**config.mk**
```make
export PLATFORM = sky130hd
export DESIGN_NAME = seg_xlate
export DESIGN_NICKNAME = d
export VERILOG_FILES = /design/src/rtl/seg_xlate_pkg.sv /design/src/rtl/seg_desc_reg.sv /design/src/rtl/seg_limit_chk.sv /design/src/rtl/seg_addr_gen.sv /design/src/rtl/seg_xlate.sv
export SDC_FILE = /design/constraint.sdc
export NUM_CORES = 1
export LEC_CHECK = 0
export ABC_AREA = 1
export CAP_MARGIN = 40
export CORE_AREA = 3 3 112 114
export CTS_CLUSTER_SIZE = 12
export DETAILED_ROUTE_END_ITERATION = 8
export DIE_AREA = 0 0 115 117
export PLACE_DENSITY = 0.81
export SYNTH_ARGS = -nofsm -noshare
export SYNTH_HDL_FRONTEND = slang
export SYNTH_SLANG_ARGS = --single-unit
export TNS_END_PERCENT = 100
```
**constraint.sdc**
```tcl
create_clock -name clk -period 2.9 [get_ports clk]
set_input_delay 0.58 -clock clk [delete_from_list [all_inputs] [get_ports clk]]
set_output_delay 0.58 -clock clk [all_outputs]
set_load 0.005 [all_outputs]
```
**src/rtl/seg_xlate_pkg.sv**
```systemverilog
package seg_xlate_pkg;

  localparam int SEG_AW  = 32;
  localparam int SEG_LW  = 20;
  localparam int SEG_GSH = 12;
  localparam int SEG_SW  = 16;

  typedef struct packed {
    logic [SEG_AW-1:0] base;
    logic [SEG_LW-1:0] limit;
    logic              gran;
    logic              big;
    logic              down;
  } seg_desc_t;

  // Highest legal offset of an upward segment.
  function automatic logic [SEG_AW-1:0] up_ceiling(input logic [SEG_LW-1:0] lim,
                                                   input logic gran);
    if (gran) return {lim, {SEG_GSH{1'b1}}};
    return {{(SEG_AW-SEG_LW){1'b0}}, lim};
  endfunction

  // Lowest legal offset of a downward segment.
  function automatic logic [SEG_AW-1:0] down_floor(input logic [SEG_LW-1:0] lim,
                                                   input logic gran);
    if (gran) return {lim, {SEG_GSH{1'b0}}};
    return {{(SEG_AW-SEG_LW){1'b0}}, lim};
  endfunction

  // Offset lies above the small (16-bit) downward top.
  function automatic logic above_small(input logic [SEG_AW-1:0] off);
    return |off[SEG_AW-1:SEG_SW];
  endfunction

  // Modulo-2^AW translation; carry returned separately, never used as a fault.
  function automatic logic [SEG_AW:0] wide_sum(input logic [SEG_AW-1:0] base,
                                               input logic [SEG_AW-1:0] off);
    return {1'b0, base} + {1'b0, off};
  endfunction

endpackage

```
**src/rtl/seg_desc_reg.sv**
```systemverilog
module seg_desc_reg
  import seg_xlate_pkg::*;
(
  input  logic      clk,
  input  logic      rst,
  input  logic      ld,
  input  seg_desc_t d_in,
  output seg_desc_t d_cur
);

  always_ff @(posedge clk) begin
    if (rst)     d_cur <= '0;
    else if (ld) d_cur <= d_in;
  end

  AST_LOAD_TAKES : assert property (@(posedge clk) disable iff (rst)
    ld |=> d_cur == $past(d_in));
  AST_HOLD_IDLE : assert property (@(posedge clk) disable iff (rst)
    (!ld && !$past(rst)) |=> $stable(d_cur));

endmodule

```
**src/rtl/seg_limit_chk.sv**
```systemverilog
module seg_limit_chk
  import seg_xlate_pkg::*;
#(
  parameter int AW = SEG_AW
) (
  input  seg_desc_t     desc,
  input  logic [AW-1:0] off,
  output logic [AW-1:0] ceil_w,
  output logic [AW-1:0] floor_w,
  output logic          small_over_w,
  output logic          fault_w
);

  always_comb begin
    ceil_w       = up_ceiling(desc.limit, desc.gran);
    floor_w      = down_floor(desc.limit, desc.gran);
    small_over_w = above_small(off);
    if (desc.down)
      fault_w = (off < floor_w) || (!desc.big && small_over_w);
    else
      fault_w = (off > ceil_w);
  end

endmodule

```
**src/rtl/seg_addr_gen.sv**
```systemverilog
module seg_addr_gen
  import seg_xlate_pkg::*;
#(
  parameter int AW = SEG_AW
) (
  input  logic [AW-1:0] base,
  input  logic [AW-1:0] off,
  output logic [AW-1:0] sum_w,
  output logic          carry_w
);

  logic [AW:0] full;

  always_comb begin
    full    = wide_sum(base, off);
    sum_w   = full[AW-1:0];
    carry_w = full[AW];
  end

endmodule

```
**src/rtl/seg_xlate.sv**
```systemverilog
module seg_xlate
  import seg_xlate_pkg::*;
#(
  parameter int AW = SEG_AW,
  parameter int LW = SEG_LW
) (
  input  logic          clk,
  input  logic          rst,
  input  logic          desc_ld,
  input  logic [AW-1:0] desc_base,
  input  logic [LW-1:0] desc_limit,
  input  logic          desc_gran,
  input  logic          desc_big,
  input  logic          desc_down,
  input  logic          req_vld,
  input  logic [AW-1:0] req_off,
  output logic          rsp_vld,
  output logic [AW-1:0] rsp_lin,
  output logic          rsp_gp
);

  seg_desc_t     d_in, d_cur;
  logic [AW-1:0] ceil_w, floor_w, sum_w;
  logic          small_over_w, fault_w, carry_w;

  assign d_in = '{base: desc_base, limit: desc_limit, gran: desc_gran,
                  big: desc_big, down: desc_down};

  seg_desc_reg u_desc (
    .clk(clk), .rst(rst), .ld(desc_ld), .d_in(d_in), .d_cur(d_cur)
  );

  seg_limit_chk #(.AW(AW)) u_chk (
    .desc(d_cur), .off(req_off), .ceil_w(ceil_w), .floor_w(floor_w),
    .small_over_w(small_over_w), .fault_w(fault_w)
  );

  seg_addr_gen #(.AW(AW)) u_add (
    .base(d_cur.base), .off(req_off), .sum_w(sum_w), .carry_w(carry_w)
  );

  always_ff @(posedge clk) begin
    if (rst) begin
      rsp_vld <= 1'b0;
      rsp_gp  <= 1'b0;
      rsp_lin <= '0;
    end else begin
      rsp_vld <= req_vld;
      rsp_gp  <= req_vld && fault_w;
      rsp_lin <= (req_vld && !fault_w) ? sum_w : '0;
    end
  end

  AST_VLD_FOLLOWS : assert property (@(posedge clk) disable iff (rst)
    req_vld |=> rsp_vld);
  AST_VLD_IDLE : assert property (@(posedge clk) disable iff (rst)
    !req_vld |=> !rsp_vld);
  AST_GP_QUALIFIED : assert property (@(posedge clk) disable iff (rst)
    rsp_gp |-> rsp_vld);
  AST_GP_ZERO_LIN : assert property (@(posedge clk) disable iff (rst)
    rsp_gp |-> rsp_lin == '0);
  AST_SMALL_TOP : assert property (@(posedge clk) disable iff (rst)
    (req_vld && d_cur.down && !d_cur.big && small_over_w) |=> rsp_gp);
  AST_UP_IN_RANGE : assert property (@(posedge clk) disable iff (rst)
    (req_vld && !d_cur.down && req_off <= ceil_w) |=> !rsp_gp);
  AST_DOWN_BELOW : assert property (@(posedge clk) disable iff (rst)
    (req_vld && d_cur.down && req_off < floor_w) |=> rsp_gp);
  AST_CARRY_WRAPS : assert property (@(posedge clk) disable iff (rst)
    (req_vld && carry_w && !fault_w) |=> (!rsp_gp && rsp_lin == $past(sum_w)));

endmodule

```
; ---- Word level (Yosys, flattened, before mapping)
; Cells that the tools add are included.
[word_totals]
reg_bits = 89
inputBits = 91
out_inout_bits = 34
elab_cells = 26
[classes]
add_sub_neg = 1
n_lt_le_gt_ge = 2
muxes = 6
n_bitwise = 1
reduce_logical = 8
[op_table]
columns = cell, count
row1 = $mux 32, 4
row2 = $add 32x32->32, 1
row3 = $gt 32x32->1, 1
row4 = $lt 32x32->1, 1
row5 = $reduce_or 16->1, 1
row6 = $logic_and 1x1->1, 3
row7 = $logic_not 1->1, 2
row8 = $mux 1, 2
row9 = $reduce_or 2->1, 1
row10 = $logic_or 1x1->1, 1
row11 = $not 1->1, 1

; ---- Longest topological paths before layout
; Gate-level depths: netlist of the first run.
[logic_depth]
ltp_word = 9
depth_mapped = 20
mapped_depth_nobuf = 17

; ---- Hierarchy
; From an unflattened synthesis of the first run, not the netlist that was laid out.
[unflattened]
hier_cells = 1242
area_unflattened_um2 = 7408.4
[by_module_without_submodules]
columns = module, n_inst, cells_per_inst, area_per_inst_um2, seq_area_each_um2
row1 = seg_addr_gen, 1, 505, 2423.6, 0.0
row2 = seg_desc_reg, 1, 348, 2290.9, 1101.1
row3 = seg_limit_chk, 1, 282, 1626.6, 0.0
row4 = seg_xlate, 1, 107, 1067.3, 680.7

; ---- Worst setup path after synthesis of the first run
; Ideal clock, no wire load.
[synth_path]
path_kind = register to register
startpoint = register, netlist name u_desc.d_cur[2]
endpoint = register rsp_lin[16]
setup_ns = 0.117
t_arrival_ns = 2.205
required_ns = 2.783
path_slack_ns = 0.578
stages_incl_launch_ff = 19
path_buffers = 3
period_less_slack_ns = 2.322
path_cell_list = dfxtp_1 -> buf_6 -> clkbuf_1 -> mux2i_1 -> ha_1 -> nand2_1 -> inv_1 -> nand3_1 -> nor3_1 -> nand2_1 -> nand2_1 -> nand2_1 -> nand2_1 -> nand2_1 -> nand2_1 -> nand2_2 -> nand2_4 -> buf_6 -> nor2_2
[synth_via]
elab_chain_len = 9
elab_cells_between_ends = 11
[synth_lines]
columns = element, line
row1 = $mux 1 *, "seg_xlate_pkg.sv:19, seg_xlate_pkg.sv:26"
row2 = $mux 32, seg_xlate_pkg.sv:27  ; return {{(SEG_AW-SEG_LW){1'b0}}, lim};
row3 = $lt 32x32->1, seg_limit_chk.sv:19  ; fault_w = (off < floor_w) || (!desc.big && small_over_w);
row4 = $logic_or 1x1->1, seg_limit_chk.sv:19
row5 = $mux 1 *, seg_limit_chk.sv:18  ; if (desc.down)
row6 = $logic_not 1->1 *, seg_xlate.sv:50  ; rsp_lin <= (req_vld && !fault_w) ? sum_w : '0;
row7 = $logic_and 1x1->1 *, seg_xlate.sv:50
row8 = $not 1->1 (no line) *, n/a
row9 = $reduce_or 2->1 (no line) *, n/a
row10 = end signal: assignment, seg_xlate.sv:50
row11 = end: declaration, seg_xlate.sv:18  ; output logic [AW-1:0] rsp_lin,
; Every way passes the cells marked *; elsewhere a longest branch is shown, timed or not.
; A chain may end at the register's enable or synchronous reset.

; ---- Worst setup path after layout of the first run
[layout_path]
startpoint = input req_off[0]
endpoint = register rsp_lin[30]
[layout_via]
elab_chain_len = 7
elab_cells_between_ends = 9
[layout_lines]
columns = element, line
row1 = start: declaration, seg_xlate.sv:16  ; input logic [AW-1:0] req_off,
row2 = $lt 32x32->1, seg_limit_chk.sv:19
row3 = $logic_or 1x1->1, seg_limit_chk.sv:19
row4 = $mux 1, seg_limit_chk.sv:18
row5 = $logic_not 1->1, seg_xlate.sv:50
row6 = $logic_and 1x1->1, seg_xlate.sv:50
row7 = $not 1->1 (no line), n/a
row8 = $reduce_or 2->1 (no line), n/a
; Several ways; a longest one is shown, not always the timed one.

==> results of run 1 <==
power groups by stage:
stage	Sequential (uW)	Clock, uW	Combinational, uW
after detailed placement	1370	0	1010
final	1340	1140	1040
after global routing	1350	1210	1160
after CTS	1340	1160	1030
after global placement	1370	0	1000
after floorplan	1350	0	653
sequential cells by signal, indices dropped and copies added (netlist names):
name / cells
rsp_lin: 32
u_desc.d_cur: 55
rsp_vld: 1
rsp_gp: 1
final cells by class:
type | instances | area share, %
Sequential cell | 89 | 22.69
Timing Repair Buffer | 142 | 17.85
Clock inverter | 4 | 0.5737
Tap cell | 143 | 2.279
Multi-Input combinational cell | 687 | 50.22
Clock buffer | 10 | 3.044
Inverter | 70 | 3.347
critical path, stage by stage:
cell	delay [ps]
sky130_fd_sc_hd__clkdlybuf4s50_1	500
sky130_fd_sc_hd__ha_1	190
sky130_fd_sc_hd__inv_1	70
sky130_fd_sc_hd__fa_1	450
sky130_fd_sc_hd__o21ai_4	250
sky130_fd_sc_hd__a21boi_4	100
sky130_fd_sc_hd__o21ai_2	200
sky130_fd_sc_hd__nand2_1	70
sky130_fd_sc_hd__nand2_1	90
sky130_fd_sc_hd__nand2_1	70
sky130_fd_sc_hd__nand2_1	60
sky130_fd_sc_hd__nand2_1	40
sky130_fd_sc_hd__nand2_1	70
sky130_fd_sc_hd__nor2_2	40
cell families (layout without fill, tap and decap cells):
logic type | count (synthesis) | after routing | synth area share, %
AO/OA/AOI/OAI | 172 | 172 | 15.75
XOR/XNOR | 25 | 25 | 3.583
adder cells (fa/ha/maj) | 75 | 75 | 15.48
buffers and inverters | 95 | 226 | 6.327
flip-flops | 89 | 89 | 29.16
multiplexers | 7 | 7 | 1.147
AND/OR/NAND/NOR | 408 | 408 | 28.56
worst paths after layout:
path | startpoint | endpoint | slack (ps) | depth (start not counted)
max | req_off[0] | rsp_lin[30] | 350 | 14
min | u_desc.d_cur[0] | u_desc.d_cur[0] | 490 | 2
max reg2reg | u_desc.d_cur[2] | rsp_lin[13] | 440 | 17
min reg2reg | u_desc.d_cur[0] | u_desc.d_cur[0] | 490 | 2
per-stage QoR:
step / power (uW) / hold slack, ps / cell area (sq um) / cells
2_1_floorplan: 2006 / 453.7 / 6111 / 871
6_report: 3514 / 491.3 / 7851 / 1145
3_5_place_dp: 2383 / 478.8 / 7567 / 1131
5_1_grt: 3714 / 527.5 / 7851 / 1145
4_1_cts: 3524 / 488.4 / 7851 / 1145
3_3_place_gp: 2366 / 478.0 / 7567 / 1131
cell usage in the layout (no fill, tap or decap), types with 4 or more instances in the layout:
master                            count
sky130_fd_sc_hd__o21ai_0             81
sky130_fd_sc_hd__o21a_1               4
sky130_fd_sc_hd__mux2i_1              7
sky130_fd_sc_hd__xor2_1              21
sky130_fd_sc_hd__buf_4               16
sky130_fd_sc_hd__nand2_1            159
sky130_fd_sc_hd__clkbuf_16            9
sky130_fd_sc_hd__a21oi_1             64
sky130_fd_sc_hd__clkdlybuf4s50_1    124
sky130_fd_sc_hd__nand3_1             21
sky130_fd_sc_hd__nand2_2              5
sky130_fd_sc_hd__inv_1               68
sky130_fd_sc_hd__nor2_2              33
sky130_fd_sc_hd__nor3_1              11
sky130_fd_sc_hd__o21ai_2              4
sky130_fd_sc_hd__xnor2_1              4
sky130_fd_sc_hd__ha_1                74
sky130_fd_sc_hd__nand4_1              7
sky130_fd_sc_hd__dfxtp_1             89
sky130_fd_sc_hd__nor4_1               6
sky130_fd_sc_hd__nor2_1             158
metal layers:
layer / vias to the layer above / wire length, um / GRT usage, %
met5: - / 0 / 0
met4: 0 / 400 / 9.781
met3: 28 / 896 / 3.907
met2: 205 / 8354 / 45.06
met1: 2832 / 7607 / 33.56
li1: 3119 / - / -
==> flow_summary_export.csv, run 1 <==
group,metric,value,unit
run_status,run_status,"finished clean",
logic_synthesis,ys_top_cells_by_count,"sky130_fd_sc_hd__nand2_1 (159), sky130_fd_sc_hd__nor2_1 (158), sky130_fd_sc_hd__dfxtp_1 (89), sky130_fd_sc_hd__o21ai_0 (81), sky130_fd_sc_hd__ha_1 (74)",
floorplan,design.die.area,13460,sq um
logic_synthesis,synth_cells,871,
layout,final_core_utilization,68.18,%
floorplan,chipWidth,115,um
critical_path,cp_max_fo,4,
logic_synthesis,ys.flop_type,"sky130_fd_sc_hd__dfxtp_1",
logic_synthesis,ys_types,36,
clocking,worstSkewPairLatency,350,ps
sta,timing_worst_slew_pin_value,452.6,ps
min_path,min-delay-path-class,"register to register",
place,routabilityCongestion,0.9766,
clocking,number_of_buffers_created_by_cts,9,
layout,synthToLayoutAreaGrowth,28.48,%
logic_synthesis,synth_top_cell_area_share,29.16,%
layout,n_fill_cell,1021,
global_route,grt_pass1_wl,27650,um
floorplan,die_y,117,um
sta,relSlewSlack,69.83,%
clocking,post_cts.repair.setup_buffers,0,
global_route,number_of_global_route_vias_before_repair,5847,
power_and_ir_drop,internal_power,2420,uW
power_and_ir_drop,share_comb_of_total_power,29.5,%
sta,max_clock_freq,392.1,MHz
sta,finalCritPeriodShare,87.94,%
logic_synthesis,postSynthRegisterBits,89,
global_route,grtUsageTotal,26.27,%
global_route,grt_antenna_before_repair,0,
routing,drc,0,
layout,total_nets_final,1165,
clocking,cts_tree,"done",
sta,final-max-slew-violation-count,0,
clocking,clock_slew_at_reported_path_ffs,60,ps
critical_path,critical_path_class,"input port to register",
layout,ant_diodes,0,
power_and_ir_drop,static-leakage-power,0.003579,uW
routing,drt-total-wl,17260,um
place,port_buffers,124,
critical_path,worstSetupEndpointType,"register",
logic_synthesis,yosys_warns,0,
clocking,clock-sinks,89,
routing,vias,6184,
floorplan,initial_utilization,53.06,%
routing,routed_wire_length_per_instance,15.07,um
floorplan,floorplan.core_area,11520,sq um
logic_synthesis,most_instantiated_library_cell_after_synthesis,"sky130_fd_sc_hd__nand2_1",
place,dpl_worst_slack,-8.493,ps
critical_path,crit_required,3140,ps
clocking,cts-resized-gates,0,
logic_synthesis,yosys.area.top_type,"sky130_fd_sc_hd__dfxtp_1",
routing,detail_route.first_pass.iterations,8,
power_and_ir_drop,power.share.clock,32.3,%
logic_synthesis,syn-cell-area,6111,sq um
global_route,grt_overflow_total,0,
sta,finalHoldViolCount,0,
floorplan,ios,125,
logic_synthesis,syn-num-nets,1037,
clocking,h-tree-depth,3,
logic_synthesis,synth_enable_flop_cells,0,
power_and_ir_drop,power.ir.vdd_worst,268.3,uV
layout,post_route_cells_drive_above_1_share,8.982,%
sta,skew,9.787,ps
logic_synthesis,seq_area_frac_synth,29.16,%
job,timing.max_cap.violations,0,
logic_synthesis,synthTopCellsByArea,"sky130_fd_sc_hd__dfxtp_1 (29%), sky130_fd_sc_hd__ha_1 (15%), sky130_fd_sc_hd__nand2_1 (9.8%), sky130_fd_sc_hd__nor2_1 (9.7%), sky130_fd_sc_hd__o21ai_0 (6.6%)",
sta,final.setup.worst_slack,349.9,ps
power_and_ir_drop,p_sw_share,31.15,%
floorplan,row_count,39,
sta,setup_violations,0,
layout,final-seq-area,1782,sq um
place,place.detailed.hpwl,14030,um
sta,final.min_clock_period,2550,ps
clocking,max-clock-path-buffers,2,
global_route,grt_start_max_net_pins,52,
logic_synthesis,postSynthAreaPerCell,7.016,sq um
power_and_ir_drop,p_seq_share,38.2,%
power_and_ir_drop,p_sw,1095,uW
power_and_ir_drop,power-per-cell-area,447.6,nW/um^2
clocking,cts-root-buf,"sky130_fd_sc_hd__clkbuf_16",
critical_path,data_arrival_time_at_the_worst_slack_endpoint,2790,ps
sta,finalSetupTns,0,ps
critical_path,critical_path_source_type,"input port",
routing,antenna_left,0,
sta,rsz0062_at_grt,"no",
routing,iteration_0_drc_markers,285,
clocking,hold_buffers,0,
layout,multiInputGateArea,3943,sq um
logic_synthesis,synth-async-reset-ratio,0,%
routing,detail_route.vias_per_cell,5.401,
Note: power is estimated with default switching activity, not from simulation.
==> run 2, diff against run 1 <==
--- a/config.mk
+++ b/config.mk
@@ -8,6 +8,7 @@
 export ABC_AREA = 1
 export CAP_MARGIN = 40
 export CORE_AREA = 3 3 112 114
+export CTS_CLUSTER_DIAMETER = 120
 export CTS_CLUSTER_SIZE = 12
 export DETAILED_ROUTE_END_ITERATION = 8
 export DIE_AREA = 0 0 115 117
==> results of run 2 <==
Final layout, timing and power as in run 1 (identical DEF).
